**src/rtl/sdr_pkg.sv**
```systemverilog
package sdr_pkg;

  typedef enum logic [3:0] {
    CMD_MRS = 4'b0000,
    CMD_REF = 4'b0001,
    CMD_PRE = 4'b0010,
    CMD_ACT = 4'b0011,
    CMD_WR  = 4'b0100,
    CMD_RD  = 4'b0101,
    CMD_NOP = 4'b0111
  } sdr_cmd_e;

  function automatic int max2(input int a, input int b);
    return (a > b) ? a : b;
  endfunction

  function automatic logic [2:0] burst_code(input int bl);
    case (bl)
      1:       return 3'd0;
      2:       return 3'd1;
      4:       return 3'd2;
      default: return 3'd3;
    endcase
  endfunction

endpackage

```
**src/rtl/sdr_refresh_timer.sv**
```systemverilog
module sdr_refresh_timer #(
  parameter int INTERVAL = 1950
) (
  input  logic clk,
  input  logic rst,
  input  logic en,
  input  logic ack,
  output logic pend
);
  localparam int CW = $clog2(INTERVAL + 1);

  logic [CW-1:0] cnt;
  logic          tick;

  assign tick = en && (cnt == CW'(INTERVAL - 1));

  always_ff @(posedge clk) begin
    if (rst) begin
      cnt  <= '0;
      pend <= 1'b0;
    end else begin
      if (en) cnt <= tick ? '0 : cnt + 1'b1;
      if (tick)     pend <= 1'b1;
      else if (ack) pend <= 1'b0;
    end
  end
endmodule

```
**src/rtl/sdr_rd_capture.sv**
```systemverilog
module sdr_rd_capture #(
  parameter int CL = 3,
  parameter int BL = 4,
  parameter int DW = 16
) (
  input  logic          clk,
  input  logic          rst,
  input  logic          rd_issue,
  input  logic [DW-1:0] dq_in,
  output logic          rd_valid,
  output logic [DW-1:0] rd_data
);
  localparam int L = CL + BL - 1;

  logic [L-1:0] inflight;
  logic         hit;

  assign hit = |inflight[CL-1 +: BL];

  always_ff @(posedge clk) begin
    if (rst) begin
      inflight <= '0;
      rd_valid <= 1'b0;
      rd_data  <= '0;
    end else begin
      inflight <= {inflight[L-2:0], rd_issue};
      rd_valid <= hit;
      if (hit) rd_data <= dq_in;
    end
  end
endmodule

```
**src/rtl/sdram_ctrl.sv**
```systemverilog
module sdram_ctrl
  import sdr_pkg::*;
#(
  parameter int DW           = 16,
  parameter int BA_W         = 1,
  parameter int ROW_W        = 11,
  parameter int COL_W        = 8,
  parameter int CL           = 3,
  parameter int BL           = 4,
  parameter int CLK_MHZ      = 125,
  parameter int INIT_WAIT    = 25000,
  parameter int REF_INTERVAL = 1950,
  parameter int T_RCD        = 3,
  parameter int T_RP         = 3,
  parameter int T_RAS        = 6,
  parameter int T_RFC        = 9,
  parameter int T_MRD        = 2,
  parameter int T_RDL        = 2
) (
  input  logic                         clk,
  input  logic                         rst,
  input  logic                         req_valid,
  output logic                         req_ready,
  input  logic                         req_we,
  input  logic [BA_W+ROW_W+COL_W-1:0]  req_addr,
  input  logic [DW-1:0]                req_wdata,
  input  logic [DW/8-1:0]              req_be,
  output logic                         rd_valid,
  output logic [DW-1:0]                rd_data,
  output logic                         sd_cke,
  output logic                         sd_cs_n,
  output logic                         sd_ras_n,
  output logic                         sd_cas_n,
  output logic                         sd_we_n,
  output logic [BA_W-1:0]              sd_ba,
  output logic [ROW_W-1:0]             sd_addr,
  output logic [DW-1:0]                sd_dq_out,
  output logic                         sd_dq_oe,
  input  logic [DW-1:0]                sd_dq_in,
  output logic [DW/8-1:0]              sd_dqm
);
  localparam int BE_W    = DW / 8;
  localparam int AP_BIT  = 10;
  localparam int WR_WAIT = max2(T_RDL, T_RAS - T_RCD);
  localparam int RD_WAIT = max2(CL + BL, T_RAS - T_RCD);
  localparam int CNT_MAX = max2(INIT_WAIT, max2(T_RFC, max2(RD_WAIT,
                           max2(WR_WAIT, max2(T_RP, max2(T_RCD, T_MRD))))));
  localparam int CNT_W   = $clog2(CNT_MAX + 1);
  localparam logic [ROW_W-1:0] MODE_WORD =
    ROW_W'({1'b1, 2'b00, 3'(CL), 1'b0, burst_code(BL)});

  generate
    if (!(CL == 2 || CL == 3) || (CL == 2 && CLK_MHZ > 100) ||
        !(BL == 1 || BL == 2 || BL == 4 || BL == 8) || ROW_W < 11) begin : g_cfg_bad
      $error("sdram_ctrl: unsupported CL, BL, clock rate or address width");
    end
  endgenerate

  typedef enum logic [3:0] {
    S_WAIT, S_IPRE, S_IREF1, S_IREF2, S_IMRS, S_IDLE,
    S_ACT, S_RW, S_PRE, S_FPRE, S_FREF
  } state_e;

  state_e               state, nxt;
  logic [CNT_W-1:0]     cnt;
  logic                 init_done;
  logic                 ref_pend;
  logic                 ref_ack;
  sdr_cmd_e             cmd_q;
  logic                 we_q;
  logic [BA_W-1:0]      ba_q;
  logic [ROW_W-1:0]     row_q;
  logic [COL_W-1:0]     col_q;
  logic [DW-1:0]        wdata_q;
  logic [BE_W-1:0]      be_q;

  assign req_ready = (state == S_IDLE) && !ref_pend;
  assign ref_ack   = (state == S_FREF);
  assign {sd_cs_n, sd_ras_n, sd_cas_n, sd_we_n} = cmd_q;

  sdr_refresh_timer #(.INTERVAL(REF_INTERVAL)) u_ref (
    .clk (clk),
    .rst (rst),
    .en  (init_done),
    .ack (ref_ack),
    .pend(ref_pend)
  );

  sdr_rd_capture #(.CL(CL), .BL(BL), .DW(DW)) u_cap (
    .clk     (clk),
    .rst     (rst),
    .rd_issue(cmd_q == CMD_RD),
    .dq_in   (sd_dq_in),
    .rd_valid(rd_valid),
    .rd_data (rd_data)
  );

  always_ff @(posedge clk) begin
    if (rst) begin
      state     <= S_WAIT;
      nxt       <= S_IPRE;
      cnt       <= CNT_W'(INIT_WAIT - 2);
      init_done <= 1'b0;
      sd_cke    <= 1'b0;
      cmd_q     <= CMD_NOP;
      sd_ba     <= '0;
      sd_addr   <= '0;
      sd_dq_out <= '0;
      sd_dq_oe  <= 1'b0;
      sd_dqm    <= '1;
      we_q      <= 1'b0;
      ba_q      <= '0;
      row_q     <= '0;
      col_q     <= '0;
      wdata_q   <= '0;
      be_q      <= '0;
    end else begin
      sd_cke   <= 1'b1;
      cmd_q    <= CMD_NOP;
      sd_dq_oe <= 1'b0;
      sd_dqm   <= '0;
      case (state)
        S_WAIT: begin
          if (cnt == '0) state <= nxt;
          else           cnt   <= cnt - 1'b1;
        end
        S_IPRE, S_FPRE: begin
          cmd_q           <= CMD_PRE;
          sd_addr         <= '0;
          sd_addr[AP_BIT] <= 1'b1;
          cnt             <= CNT_W'(T_RP - 2);
          nxt             <= (state == S_IPRE) ? S_IREF1 : S_FREF;
          state           <= S_WAIT;
        end
        S_IREF1, S_IREF2, S_FREF: begin
          cmd_q <= CMD_REF;
          cnt   <= CNT_W'(T_RFC - 2);
          nxt   <= (state == S_IREF1) ? S_IREF2 :
                   (state == S_IREF2) ? S_IMRS : S_IDLE;
          state <= S_WAIT;
        end
        S_IMRS: begin
          cmd_q   <= CMD_MRS;
          sd_ba   <= '0;
          sd_addr <= MODE_WORD;
          cnt     <= CNT_W'(T_MRD - 2);
          nxt     <= S_IDLE;
          state   <= S_WAIT;
        end
        S_IDLE: begin
          init_done <= 1'b1;
          if (ref_pend) begin
            state <= S_FPRE;
          end else if (req_valid) begin
            we_q    <= req_we;
            {ba_q, row_q, col_q} <= req_addr;
            wdata_q <= req_wdata;
            be_q    <= req_be;
            state   <= S_ACT;
          end
        end
        S_ACT: begin
          cmd_q   <= CMD_ACT;
          sd_ba   <= ba_q;
          sd_addr <= row_q;
          cnt     <= CNT_W'(T_RCD - 2);
          nxt     <= S_RW;
          state   <= S_WAIT;
        end
        S_RW: begin
          sd_ba   <= ba_q;
          sd_addr <= ROW_W'(col_q);
          nxt     <= S_PRE;
          state   <= S_WAIT;
          if (we_q) begin
            cmd_q     <= CMD_WR;
            sd_dq_out <= wdata_q;
            sd_dq_oe  <= 1'b1;
            sd_dqm    <= ~be_q;
            cnt       <= CNT_W'(WR_WAIT - 2);
          end else begin
            cmd_q <= CMD_RD;
            cnt   <= CNT_W'(RD_WAIT - 2);
          end
        end
        S_PRE: begin
          cmd_q   <= CMD_PRE;
          sd_ba   <= ba_q;
          sd_addr <= '0;
          cnt     <= CNT_W'(T_RP - 2);
          nxt     <= S_IDLE;
          state   <= S_WAIT;
        end
        default: state <= S_IDLE;
      endcase
    end
  end
endmodule

```
**config.mk**
```make
export PLATFORM = sky130hd
export DESIGN_NAME = sdram_ctrl
export DESIGN_NICKNAME = d
export VERILOG_FILES = /design/src/rtl/sdr_pkg.sv /design/src/rtl/sdr_refresh_timer.sv /design/src/rtl/sdr_rd_capture.sv /design/src/rtl/sdram_ctrl.sv
export SDC_FILE = /design/constraint.sdc
export NUM_CORES = 1
export LEC_CHECK = 0
export BUFFER_PORTS_ARGS = -buffer_cell sky130_fd_sc_hd__buf_2
export CAP_MARGIN = 40
export CORE_MARGIN = 5
export CORE_UTILIZATION = 49
export DETAILED_ROUTE_END_ITERATION = 8
export GPL_TIMING_DRIVEN = 0
export PLACE_DENSITY = 0.84
export SLEW_MARGIN = 15
export SYNTH_ARGS = -nofsm -noshare
export SYNTH_HDL_FRONTEND = slang
export SYNTH_HIERARCHICAL = 1
export SYNTH_SLANG_ARGS = --single-unit
```
**constraint.sdc**
```tcl
create_clock -name clk -period 1.66 [get_ports clk]
set_input_delay 0.415 -clock clk [delete_from_list [all_inputs] [get_ports clk]]
set_output_delay 0.415 -clock clk [all_outputs]
set_load 0.01 [all_outputs]
```
==> out/qor.yml <==
placement:
  gp_congestion: 0.9456
  place_area_sq_um: 6357
  port-buffer-count: 110
  hpwl_um: 9789
  dp_slack_ps: -580.6
global_route:
  grt.total_usage: 0.2106
  grt_pass1_wl_um: 22740
  grt_overflow: 0
  grt_pass1_vias: 4890
  grt_max_degree: 17
  antenna_found_initial: 0
sta:
  hold_violations: 0
  final.setup.worst_slack_ps: -138.2
  fin_crit_ps: 1798
  max_slew_margin: 0.5826
  rsz0062_at_grt: "yes"
  period_share: 1.083
  worst_clock_skew_ps: 7.020
  max_freq_mhz: 556.1
  tightest_slew_ps: 626.1
  slew_violations: 0
  finalSetupViolations: 12
cells_and_area:
  design_area_sq_um: 7396
  fin_nets: 883
  layout_common_cells: "nand2_1, dfxtp_1, buf_2"
  diodes: 0
  drive_above_1_share: 0.2958
  area_growth_pct: 31.94
  final_common_cell: "nand2_1"
floorplan:
  die_w_um: 117.0
  rows: 39
  io_pins: 112
  core_area_sq_um: 11320
  die_h_um: 117.0
  fp.dieArea_sq_um: 13680
  start_util: 0.4951
routing:
  route.detailed.drc: 0
  drt-initial-drc-count: 491
  wl_um: 15040
  drtAntennaViolNets: 0
  vias: 5398
  drt_pre_antenna_iters: 6
  avgRoutedWirePerCell_um: 15.38
  via_per_inst: 5.519
critical_path:
  cp-start-kind: "register"
  critPathRequiredTime_ps: 2020
  slowest_stage: "or4b_4"
  cp_num_buf_inv: 0
  slowest_delay_ps: 490
  cp_top_family: "simple AND/OR/NAND/NOR gates"
  critical_path_class: "reg2reg"
  crit_path_max_fanout: 3
  crit_arrival_ps: 2150
  cp-end-kind: "register"
  cp_common_cell: "or3_4"
  cp_cell_sequence: "or3_4 -> or3_4 -> or4b_4 -> a21oi_2"
yosys:
  postSynthCellCount: 677
  yosysWarningCount: 6
  ys.flop_type: "dfxtp_1"
  async_flop_share: 0
  yosysSeqAreaShare: 0.4750
  synthesis.area_sq_um: 5605
  yosysUniqueCellTypes: 62
  synth.avg_cell_area_sq_um: 8.280
  ys_ff_latch: 133
  syn_nets: 738
  synth_edf_count: 0
min_path:
  hp-class: "in2reg"
clock_network:
  root_buffer: "clkbuf_16"
  cts_max_level: 4
  postCtsHoldBufs: 0
  clock_latency_ps: 420
  numCtsBuffers: 17
  clkTransAtPathRegs_ps: 60
  cts_buffer_depth: 2
  cts.sinks: 133
  cts_tree: "built"
pwr:
  power.leakage_nw: 2.997
  ir_drop_uv: 947.0
  power_density_nw_per_um2: 952.0
run_status:
  status: "finished with violations"
  violations: "negative setup slack"
job:
  cap_violations: 0
[where the power goes]
part	leakage (nW)	internal (mW)	switching (mW)
clock	0.277	2.10	1.44
combinational	1.64	0.136	0.142
sequential	1.08	3.20	0.0174
[repair_timing]
action,4_1_cts,5_1_grt
endpoints found under the setup margin,88,81
gates resized for setup,58,43
setup buffers,12,10
endpoints found under the hold margin,0,0
gates cloned,0,0
pin swaps,9,16
[per-layer routing]
metal | global-route usage | up-vias | part of all wire
li1 | - | 2609 | -
met1 | 0.2635 | 2471 | 0.42
met3 | 0.05810 | 57 | 0.078
met4 | 0.09327 | 0 | 0.032
met5 | 0 | - | 0
met2 | 0.3405 | 261 | 0.47
[area by class of cell]
cell class	instances	area, sq um
fillers	892	3925
clock inverters	14	126.4
inverters	13	56.30
well taps	143	178.9
plain buffers	38	249.0
repair buffers	132	725.7
clock buffers	18	439.2
multi-input cells	487	2935
flip-flops and latches	133	2685
[Yosys cell counts (all sizes together), types with 3 or more instances]
cell type | instances | area (sq um)
nand3 | 8 | 40.04
buf | 18 | 115.1
mux2 | 5 | 56.30
and2 | 3 | 18.77
a22oi | 6 | 45.04
nand2 | 145 | 544.3
nor2b | 7 | 43.79
nor4 | 9 | 68.81
xnor2 | 8 | 70.07
a221o | 3 | 30.03
xor2 | 4 | 35.03
clkbuf | 26 | 98.84
nand4 | 6 | 43.79
a21oi | 79 | 395.4
a211o | 4 | 35.03
ha | 3 | 37.54
inv | 12 | 45.04
or3 | 5 | 41.29
dfxtp | 133 | 2663
nor3 | 12 | 65.06
a31oi | 3 | 18.77
o21ai | 22 | 110.1
or4 | 4 | 30.03
o31ai | 5 | 37.54
mux2i | 16 | 160.2
nor2 | 54 | 202.7
a221oi | 5 | 43.79
nand2b | 38 | 237.7
[state kept, by name, summed over array words and instances (netlist names)]
register / cells
row_q: 11
u_ref/pend: 1
sd_addr: 11
state: 4
u_ref/cnt: 11
be_q: 2
sd_dqm: 2
we_q: 1
u_cap/inflight: 6
ba_q: 1
col_q: 8
nxt: 4
sd_ba: 1
u_cap/rd_valid: 1
sd_cke: 1
cmd_q: 3
u_cap/rd_data: 16
cnt: 15
sd_dq_out: 16
init_done: 1
sd_dq_oe: 1
wdata_q: 16
[path summary, 6_finish.rpt]
kind                 from   endpoint  slack [ps]  depth (start not counted)
max                cnt[7]    cnt[12]        -140                          4
min          req_addr[12]   row_q[4]         220                          3
max reg2reg        cnt[7]    cnt[12]        -140                          4
min reg2reg       be_q[1]  sd_dqm[1]         450                          1
[worst reg2reg max path: stages (launching register included)]
cell	delay, ps
dfxtp_4	360
or3_4	400
or3_4	360
or4b_4	490
a21oi_2	130
[through the flow]
step	TNS [ps]	total power [mW]	cells	hold WS, ps	util
3_5_place_dp	-22620	3.519	930	442.8	0.5616
4_1_cts	-510.4	7.060	971	215.6	0.6356
6_report	-730.8	7.041	978	223.8	0.6533
3_3_place_gp	-21810	3.518	930	427.9	0.5616
2_1_floorplan	-12.85	3.406	677	413.8	-
5_1_grt	-2499	7.257	978	217.1	0.6533
[cell families (layout without fill, tap and decap cells)]
kind of cell,after synthesis,count (layout),share of synthesized area
and+or+nand+nor,302,302,0.2538
AOI/OAI and AO/OA,148,148,0.1596
muxes,21,21,0.03861
other,1,1,0.0006690
xor gates and xnor gates,12,12,0.01875
DFF,133,133,0.4750
adders and majority gates,3,3,0.006697
buffers and inverters,57,215,0.04687
Power figures use the tool's default switching activity.
